### src/rtl/intc_pkg.sv
package intc_pkg;
  typedef enum logic [1:0] {
    TRIG_LOW  = 2'd0,
    TRIG_HIGH = 2'd1,
    TRIG_FALL = 2'd2,
    TRIG_RISE = 2'd3
  } trig_e;

  localparam logic [7:0] OFS_VEC    = 8'h00;
  localparam logic [7:0] OFS_PROT   = 8'h08;
  localparam logic [7:0] OFS_TRIG   = 8'h0C;
  localparam logic [7:0] OFS_PEND   = 8'h10;
  localparam logic [7:0] OFS_FAST   = 8'h20;
  localparam logic [7:0] OFS_EN_STD = 8'h40;
  localparam logic [7:0] OFS_MK_STD = 8'h50;
  localparam logic [7:0] OFS_EN_ALT = 8'h20;
  localparam logic [7:0] OFS_MK_ALT = 8'h30;
endpackage

### src/rtl/intc_nmi_latch.sv
module intc_nmi_latch
  import intc_pkg::*;
(
  input  logic  clk,
  input  logic  rst,
  input  logic  line_i,
  input  trig_e mode_i,
  input  logic  clr_i,
  output logic  pend_o
);
  logic line_q;
  logic fire;

  always_comb begin
    unique case (mode_i)
      TRIG_LOW:  fire = ~line_i;
      TRIG_HIGH: fire = line_i;
      TRIG_FALL: fire = line_q & ~line_i;
      TRIG_RISE: fire = ~line_q & line_i;
      default:   fire = 1'b0;
    endcase
  end

  // a capture in the same cycle as a clear wins
  always_ff @(posedge clk) begin
    if (rst) begin
      line_q <= 1'b0;
      pend_o <= 1'b0;
    end else begin
      line_q <= line_i;
      pend_o <= fire | (pend_o & ~clr_i);
    end
  end
endmodule

### src/rtl/intc_prio_enc.sv
module intc_prio_enc #(
  parameter int N     = 96,
  parameter int IDX_W = $clog2(N)
) (
  input  logic             clk,
  input  logic             rst,
  input  logic [N-1:0]     act_i,
  output logic [IDX_W-1:0] idx_o,
  output logic             any_o
);
  logic [IDX_W-1:0] idx_d;

  // lowest index wins: scan downward so the last hit is the smallest
  always_comb begin
    idx_d = '0;
    for (int i = N - 1; i >= 0; i--) begin
      if (act_i[i]) idx_d = IDX_W'(i);
    end
  end

  always_ff @(posedge clk) begin
    if (rst) begin
      idx_o <= '0;
      any_o <= 1'b0;
    end else begin
      idx_o <= idx_d;
      any_o <= |act_i;
    end
  end
endmodule

### src/rtl/intc_vector_ctrl.sv
module intc_vector_ctrl
  import intc_pkg::*;
#(
  parameter int NBANK   = 3,
  parameter int DATA_W  = 32,
  parameter int ADDR_W  = 8,
  parameter bit ALT_MAP = 1'b0
) (
  input  logic                    clk,
  input  logic                    rst,
  input  logic                    bus_wr,
  input  logic                    bus_rd,
  input  logic [ADDR_W-1:0]       bus_addr,
  input  logic [DATA_W-1:0]       bus_wdata,
  output logic [DATA_W-1:0]       bus_rdata,
  input  logic [NBANK*DATA_W-1:0] src_i,
  output logic                    irq_o
);
  localparam int NSRC  = NBANK * DATA_W;
  localparam int IDX_W = $clog2(NSRC);
  localparam logic [ADDR_W-1:0] A_VEC  = ADDR_W'(OFS_VEC);
  localparam logic [ADDR_W-1:0] A_PROT = ADDR_W'(OFS_PROT);
  localparam logic [ADDR_W-1:0] A_TRIG = ADDR_W'(OFS_TRIG);
  localparam logic [ADDR_W-1:0] A_PEND = ADDR_W'(OFS_PEND);
  localparam logic [ADDR_W-1:0] A_FAST = ADDR_W'(OFS_FAST);
  localparam logic [ADDR_W-1:0] A_EN   = ADDR_W'(ALT_MAP ? OFS_EN_ALT : OFS_EN_STD);
  localparam logic [ADDR_W-1:0] A_MK   = ADDR_W'(ALT_MAP ? OFS_MK_ALT : OFS_MK_STD);

  logic [DATA_W-1:0] en_q  [NBANK];
  logic [DATA_W-1:0] msk_q [NBANK];
  logic [NSRC-1:0]   en_all, msk_all, pend_all, act_all;
  logic [NSRC-1:1]   lvl_q;
  logic              nmi_pend, nmi_clr;
  logic              prot_q;
  trig_e             trig_q;
  logic [IDX_W-1:0]  vec_idx;
  logic [DATA_W-1:0] rd_mux;

  // address decode
  logic       word_ok, wr_ok;
  logic [1:0] bank_idx;
  logic       hit_vec, hit_prot, hit_trig, hit_pend, hit_en, hit_mk, hit_fast;

  assign word_ok  = (bus_addr[1:0] == 2'b00);
  assign wr_ok    = bus_wr & word_ok;
  assign bank_idx = bus_addr[3:2];
  assign hit_vec  = (bus_addr == A_VEC);
  assign hit_prot = (bus_addr == A_PROT);
  assign hit_trig = (bus_addr == A_TRIG);
  assign hit_pend = (bus_addr[ADDR_W-1:4] == A_PEND[ADDR_W-1:4]);
  assign hit_en   = (bus_addr[ADDR_W-1:4] == A_EN[ADDR_W-1:4]);
  assign hit_mk   = (bus_addr[ADDR_W-1:4] == A_MK[ADDR_W-1:4]);
  assign hit_fast = !ALT_MAP && (bus_addr[ADDR_W-1:4] == A_FAST[ADDR_W-1:4]);

  // per-bank enable and mask storage
  for (genvar b = 0; b < NBANK; b++) begin : g_bank
    always_ff @(posedge clk) begin
      if (rst) begin
        en_q[b]  <= '0;
        msk_q[b] <= '0;
      end else if (wr_ok && bank_idx == 2'(b)) begin
        if (hit_en)      en_q[b]  <= bus_wdata;
        else if (hit_mk) msk_q[b] <= bus_wdata;
      end
    end
    assign en_all[b*DATA_W +: DATA_W]  = en_q[b];
    assign msk_all[b*DATA_W +: DATA_W] = msk_q[b];
  end

  // control registers
  always_ff @(posedge clk) begin
    if (rst) begin
      prot_q <= 1'b0;
      trig_q <= TRIG_LOW;
    end else if (wr_ok) begin
      if (hit_prot) prot_q <= bus_wdata[0];
      if (hit_trig) trig_q <= trig_e'(bus_wdata[1:0]);
    end
  end

  // level sources: pending is the sampled input
  always_ff @(posedge clk) begin
    if (rst) lvl_q <= '0;
    else     lvl_q <= src_i[NSRC-1:1];
  end

  assign nmi_clr = wr_ok & hit_pend & (bank_idx == 2'd0) & bus_wdata[0];

  intc_nmi_latch u_nmi (
    .clk    (clk),
    .rst    (rst),
    .line_i (src_i[0]),
    .mode_i (trig_q),
    .clr_i  (nmi_clr),
    .pend_o (nmi_pend)
  );

  assign pend_all = {lvl_q, nmi_pend};
  assign act_all  = pend_all & en_all & ~msk_all;

  intc_prio_enc #(.N(NSRC), .IDX_W(IDX_W)) u_enc (
    .clk   (clk),
    .rst   (rst),
    .act_i (act_all),
    .idx_o (vec_idx),
    .any_o (irq_o)
  );

  // read path
  always_comb begin
    rd_mux = '0;
    if (word_ok) begin
      if (hit_vec)       rd_mux = DATA_W'({vec_idx, 2'b00});
      else if (hit_prot) rd_mux = DATA_W'(prot_q);
      else if (hit_trig) rd_mux = DATA_W'(trig_q);
      else begin
        for (int b = 0; b < NBANK; b++) begin
          if (bank_idx == 2'(b)) begin
            if (hit_pend)      rd_mux = pend_all[b*DATA_W +: DATA_W];
            else if (hit_en)   rd_mux = en_q[b];
            else if (hit_mk)   rd_mux = msk_q[b];
            else if (hit_fast) rd_mux = pend_all[b*DATA_W +: DATA_W] & en_q[b] & msk_q[b];
          end
        end
      end
    end
  end

  always_ff @(posedge clk) begin
    if (rst)         bus_rdata <= '0;
    else if (bus_rd) bus_rdata <= rd_mux;
  end
endmodule

### config.mk
export PLATFORM = sky130hd
export DESIGN_NAME = intc_vector_ctrl
export DESIGN_NICKNAME = d
export VERILOG_FILES = /design/src/rtl/intc_pkg.sv /design/src/rtl/intc_nmi_latch.sv /design/src/rtl/intc_prio_enc.sv /design/src/rtl/intc_vector_ctrl.sv
export SDC_FILE = /design/constraint.sdc
export NUM_CORES = 1
export LEC_CHECK = 0
export ABC_AREA = 1
export CORE_MARGIN = 4
export CORE_UTILIZATION = 32
export DETAILED_ROUTE_END_ITERATION = 7
export GPL_TIMING_DRIVEN = 1
export PLACE_DENSITY = 0.48
export SLEW_MARGIN = 20
export SYNTH_ARGS = -nofsm -noshare
export SYNTH_HDL_FRONTEND = slang
export SYNTH_HIERARCHICAL = 1
export SYNTH_SLANG_ARGS = --single-unit
### constraint.sdc
create_clock -name clk -period 9.54 [get_ports clk]
set_input_delay 2.385 -clock clk [delete_from_list [all_inputs] [get_ports clk]]
set_output_delay 2.385 -clock clk [all_outputs]
set_load 0.02 [all_outputs]
# [Yosys cells after proc, flatten, opt, wreduce, memory -nomap -nowiden]
# Memory sizes are Yosys's and may differ from the RTL's.
# Index checks and enable logic that the tools add are counted.
[op_classes] n_eq_ne=11 mux=144 n_bitwise=26 n_reduce_logical=17
[ops] cell="$mux 32" count=25
[ops] cell="$mux 7" count=32
[ops] cell="$and 32x32->32" count=6
[ops] cell="$and 96x96->96" count=2
[ops] cell="$mux 6" count=32
[ops] cell="$not 96->96" count=1
[ops] cell="$reduce_or 96->1" count=1
[ops] cell="$mux 5" count=16
[ops] cell="$reduce_or 65->1" count=1
[ops] cell="$reduce_or 33->1" count=1
[ops] cell="$mux 4" count=8
[ops] cell="$mux 1" count=24
[ops] cell="$reduce_or 17->1" count=1
[ops] cell="$eq 8x4->1 const B" count=2
[ops] cell="$mux 3" count=4
[ops] cell="$reduce_or 9->1" count=1
[ops] cell="$eq 4x3->1 const B" count=2
[ops] cell="$logic_not 8->1" count=1
[ops] cell="$and 1x1->1" count=7
[ops] cell="$or 1x1->1" count=7
[ops] cell="$eq 2x2->1 const B" count=3
[ops] cell="$logic_not 2->1" count=3
[ops] cell="$reduce_or 5->1" count=1
[ops] cell="$eq 2x1->1 const B" count=2
[ops] cell="9 further kinds" count=15
[word_totals] regBits=140 mem_bits_rw=192 inputBits=140 out_inout_bits=33 word_cells=214 memories=2
[mem_list] name="en_q" words=3 width=32 rd=3 rd_clocked_by_memory_dff=0 write_ports=3 line_no="intc_vector_ctrl.sv:29" text="logic [DATA_W-1:0] en_q [NBANK];"
[mem_list] name="msk_q" words=3 width=32 rd=3 rd_clocked_by_memory_dff=0 write_ports=3 line_no="intc_vector_ctrl.sv:30" text="logic [DATA_W-1:0] msk_q [NBANK];"

# [Logic depth before layout (Yosys ltp)]
# An unclocked memory read counts as a cell.
[logic_depth] ltp_word=98 ltp_mapped=97 depth_no_buf=97

# [Modules after synthesis]
# Netlist, hierarchy kept.
[by_module_without_submodules] mod="intc_vector_ctrl" n_inst=1 cells_per_inst=2014 area_each_um2=15741.3 seq_area_each_um2=8368.0
[by_module_without_submodules] mod="intc_prio_enc" n_inst=1 cells_per_inst=368 area_each_um2=1861.8 seq_area_each_um2=160.2
[by_module_without_submodules] mod="intc_nmi_latch" n_inst=1 cells_per_inst=16 area_each_um2=95.1 seq_area_each_um2=40.0

# [Least setup slack after synthesis]
# Ideal clock, no wire load.
[synth_path] path_type="reg2reg" from="memory msk_q[2][26]" to="register u_enc.idx_o[0]" setup_ps=114 arrival_time_ps=4514 t_required_ps=9426 setup_slack_ps=4912 path_stages_with_launch=93 path_buffers=0 synth_period_minus_slack_ps=4628 cell_sequence="edfxtp_1 > nor3_1 > inv_1 > nand2_1 > nand2_1 > nand2_1 > nand2_1 > nand2_1 > nand2_1 > nand2_1 > nand2_1 > nand2_1 > nand2_1 > nand2_1 > nand2_1 > nand2_1 > nand2_1 > nand2_1 > (+57 left out) > nand2_1 > nand2_1 > nand2_1 > nand2_1 > nand2_1 > nand2_1 > nand2_1 > nand2_1 > nand2_1 > nand2_1 > nand2_1 > nand2_1 > nand2_1 > nand2_1 > nand2_1 > nand2_1 > nand2_1 > a21oi_2"
[synth_rtl] item="from (decl)" line_no="intc_vector_ctrl.sv:30"
[synth_rtl] item="to (signal assigned)" line_no="intc_prio_enc.sv:26" text="idx_o <= idx_d;"
[synth_rtl] item="to (decl)" line_no="intc_prio_enc.sv:8" text="output logic [IDX_W-1:0] idx_o,"

==> flow_metrics.env <==
export IMPL_status="finished, final reports clean"
export IMPL_setup_violations=0
export IMPL_p_per_area_nw_per_um2=175
export IMPL_post_cts_buffers=0
export IMPL_syn_to_final_growth_pct=21.2
export IMPL_hold_class="flip-flop to flip-flop"
export IMPL_tritoncts="built"
export IMPL_cts_buffers=41
export IMPL_numPortBuffers=172
export IMPL_gp_congestion=0.915
export IMPL_first_pass_iters=8
export IMPL_holdBufCountCts=0
export IMPL_top_layer_used="met4"
export IMPL_r2r_start="msk_q[2][26]$_SDFFCE_PN0P_"
export IMPL_drv_slew=0
export IMPL_met1Wirelength_mm=27.3
export IMPL_drc=0
export IMPL_pre_cts_ws_ns=3.54
export IMPL_vias_per_cell=4.96
export IMPL_worstPathArrival_ns=6.20
export IMPL_rr_endpoint="u_enc/idx_o[0]$_SDFF_PP0_"
export IMPL_ff2ff_setup_slack_ns=3.81
export IMPL_rows=85
export IMPL_wl_per_cell_um=19.7
export IMPL_cts_resized=0
export IMPL_crit_path_frequent_cell="nand2_1"
export IMPL_clk_latency_ns=0.57
export IMPL_fin_skew_ns=0.0158
export IMPL_coreArea_um2=54200
export IMPL_postSynth_asyncResetShare_pct=0
export IMPL_min_delay_start="bus_rdata[14]$_SDFFE_PP0P_"
export IMPL_cpPeakStageDelay_ns=0.42
export IMPL_die_h_um=243
export IMPL_grt_pass1_wl_mm=95.7
export IMPL_ys_seq_area_share_pct=48.4
export IMPL_path_clk_slew_ns=0.07
export IMPL_cp_slowest_cell="edfxtp_1"
export IMPL_synthDistinctLibCells=47
export IMPL_root_buffer="clkbuf_16"
export IMPL_met3_length_mm=3.56
export IMPL_initial_utilization_pct=32.6
export IMPL_slew_headroom_pct=27.9
export IMPL_peakVddDrop_uv=99.9
export IMPL_num_io_pins=173
export IMPL_crit_required_ns=10.01
export IMPL_place_inst=3179
export IMPL_ys_ff_latch=332
export IMPL_synth_top_area_share_pct=32.6
export IMPL_grt_remaining_overflow=0
export IMPL_synthTopCellsByArea="edfxtp_1, dfxtp_1, nand2_1, nor2_1, inv_1"
export IMPL_grt_antenna_before_repair=1
export IMPL_syn_area_per_cell_um2=7.38
export IMPL_grt_pass1_vias=15600
export IMPL_drive_gt1_share_pct=6.29
export IMPL_critPathMaxFanout=3
export IMPL_cp_end_kind="flip-flop"
export IMPL_start_kind="flip-flop"
export IMPL_worstMarginPinSlew_ns=1.08
export IMPL_crit_buf_inv=1
export IMPL_finalWorstSetupSlack_ns=3.81
export IMPL_synth_edf_count=192
export IMPL_fin_setup_tns_ns=0
export IMPL_fmax_mhz=175
export IMPL_die_w_um=243
export IMPL_fin_crit_ns=5.73
export IMPL_drtAntennaViolNets=0
export IMPL_htreeDepth=2
export IMPL_r2r_cells=92
export IMPL_wl_met2_mm=30.2
export IMPL_drtIter0Drc=1476
export IMPL_hold_end="bus_rdata[14]$_SDFFE_PP0P_"
export IMPL_crit_family="simple AND/OR/NAND/NOR gates"
export IMPL_synth_area_um2=17700
export IMPL_dpl_instance_area_um2=19900
export IMPL_yosys_most_used_dff="edfxtp_1"
export IMPL_rsz0062_at_grt="no"
export IMPL_synth_warning_count=6
export IMPL_grt_max_degree=74
export IMPL_synthCells=2398
export IMPL_crit_type="flip-flop to flip-flop"
export IMPL_numClockSinks=332
export IMPL_cts_path_max_buffers=3
export IMPL_design_area_um2=21400
export IMPL_maxCapViolations=0
export IMPL_via_count=16200
export IMPL_syn_num_nets=2538
export IMPL_p_leak_nw=9.62
export IMPL_min_path_cells=2
export IMPL_period_share_pct=60.1
export IMPL_instances_no_fill=3255
export IMPL_fin_nets=2666
export IMPL_synth_top_area_cell="edfxtp_1"
export IMPL_final_hold_violation_count=0
export IMPL_finalWirelength_mm=64.1
export IMPL_hpwl_mm=42.6
export IMPL_grtUsageTotal_pct=21.2
export IMPL_die_area_um2=59100
export IMPL_antenna_cells=0
[worst max path at each step]
stage / startpoint / end / slack (ns) / cells past startpoint
after detailed placement: bus_addr[5] / bus_rdata[25]$_SDFFE_PP0P_ / 3.54 / 18
after global routing: lvl_q[95]$_SDFF_PP0_ / u_enc/idx_o[0]$_SDFF_PP0_ / 2.81 / 96
after CTS: msk_q[2][26]$_SDFFCE_PN0P_ / u_enc/idx_o[0]$_SDFF_PP0_ / 3.89 / 92
final: msk_q[2][26]$_SDFFCE_PN0P_ / u_enc/idx_o[0]$_SDFF_PP0_ / 3.81 / 92
after floorplan: msk_q[2][26]$_SDFFCE_PN0P_ / u_enc/idx_o[0]$_SDFF_PP0_ / 4.91 / 92
after global placement: bus_addr[5] / bus_rdata[25]$_SDFFE_PP0P_ / 3.60 / 18
[logic make-up (layout without fill, tap and decap cells)]
group | count (synthesis) | in the layout | synth area share [%]
DFF | 332 | 332 | 48.4
buffers and inverters | 467 | 628 | 11.8
and+or+nand+nor | 1309 | 1309 | 29.7
AOI/OAI and AO/OA | 290 | 290 | 10.1
[sequential cells by signal, indices dropped and copies added (netlist names)]
register,count
trig_q,2
en_q,96
u_enc/idx_o,7
lvl_q,95
bus_rdata,32
prot_q,1
msk_q,96
u_enc/any_o,1
u_nmi/line_q,1
u_nmi/pend_o,1
[power breakdown]
group	total (mW)	internal, mW	switching [mW]
Clock	1.71	1.06	0.649
Combinational	0.409	0.146	0.263
Sequential	1.63	1.58	0.0452
Total	3.74	2.79	0.958
[per-layer routing]
metal | global-route usage, % | vias to the layer above
li1 | - | 7853
met1 | 27.2 | 7603
met2 | 35.9 | 573
met3 | 2.49 | 122
met4 | 9.59 | 0
met5 | 0 | -
[cell type report]
cell class	instances	area, um^2
Clock inverter	15	166
Tap cell	696	871
Fill cell	5563	32800
Sequential cell	332	8570
Multi-Input combinational cell	1599	7070
Clock buffer	61	1340
Inverter	360	1560
Timing Repair Buffer	192	1870
[stage by stage]
stage                     util, %  total power [mW]  hold slack (ns)
after global placement       36.8              2.06            0.456
after detailed placement     36.8              2.07            0.457
after floorplan                 -              1.88            0.485
after global routing         39.5              3.89            0.484
final                        39.5              3.74            0.466
after CTS                    39.5              3.78            0.466
[synthesized netlist by cell type (4+ instances only)]
cell / instances
nand2_1: 663
nor2_1: 453
inv_1: 332
edfxtp_1: 192
dfxtp_1: 140
nand3_1: 120
a21oi_1: 81
clkbuf_1: 62
o21ai_0: 56
o21ai_1: 48
nor3_1: 39
buf_2: 26
a41oi_1: 23
o211ai_1: 18
bufinv_8: 15
a21oi_2: 13
inv_2: 11
buf_6: 10
nor4_1: 10
a32oi_1: 8
buf_4: 7
a21boi_0: 6
nand4_1: 6
a32o_1: 5
o21ai_2: 5
o22ai_1: 5
or2_2: 4
[worst min-delay path, delay by kind of cell, from the launching register on]
kind	cells	cell delay, ns
AND/OR/NAND/NOR	1	0.06
flip-flops	1	0.31
AO/OA/AOI/OAI	1	0.05
[layout by cell type (no fill, tap or decap), types with 23 or more instances in the layout]
| master | Yosys | layout |
|---|---|---|
| a21oi_1 | 81 | 81 |
| a41oi_1 | 23 | 23 |
| clkbuf_16 | 0 | 48 |
| clkdlybuf4s50_1 | 0 | 171 |
| dfxtp_1 | 140 | 140 |
| edfxtp_1 | 192 | 192 |
| inv_1 | 332 | 332 |
| nand2_1 | 663 | 663 |
| nand3_1 | 120 | 115 |
| nor2_1 | 453 | 452 |
| nor3_1 | 39 | 39 |
| o21ai_0 | 56 | 56 |
| o21ai_1 | 48 | 48 |
Note: power is estimated with default switching activity, not from simulation.
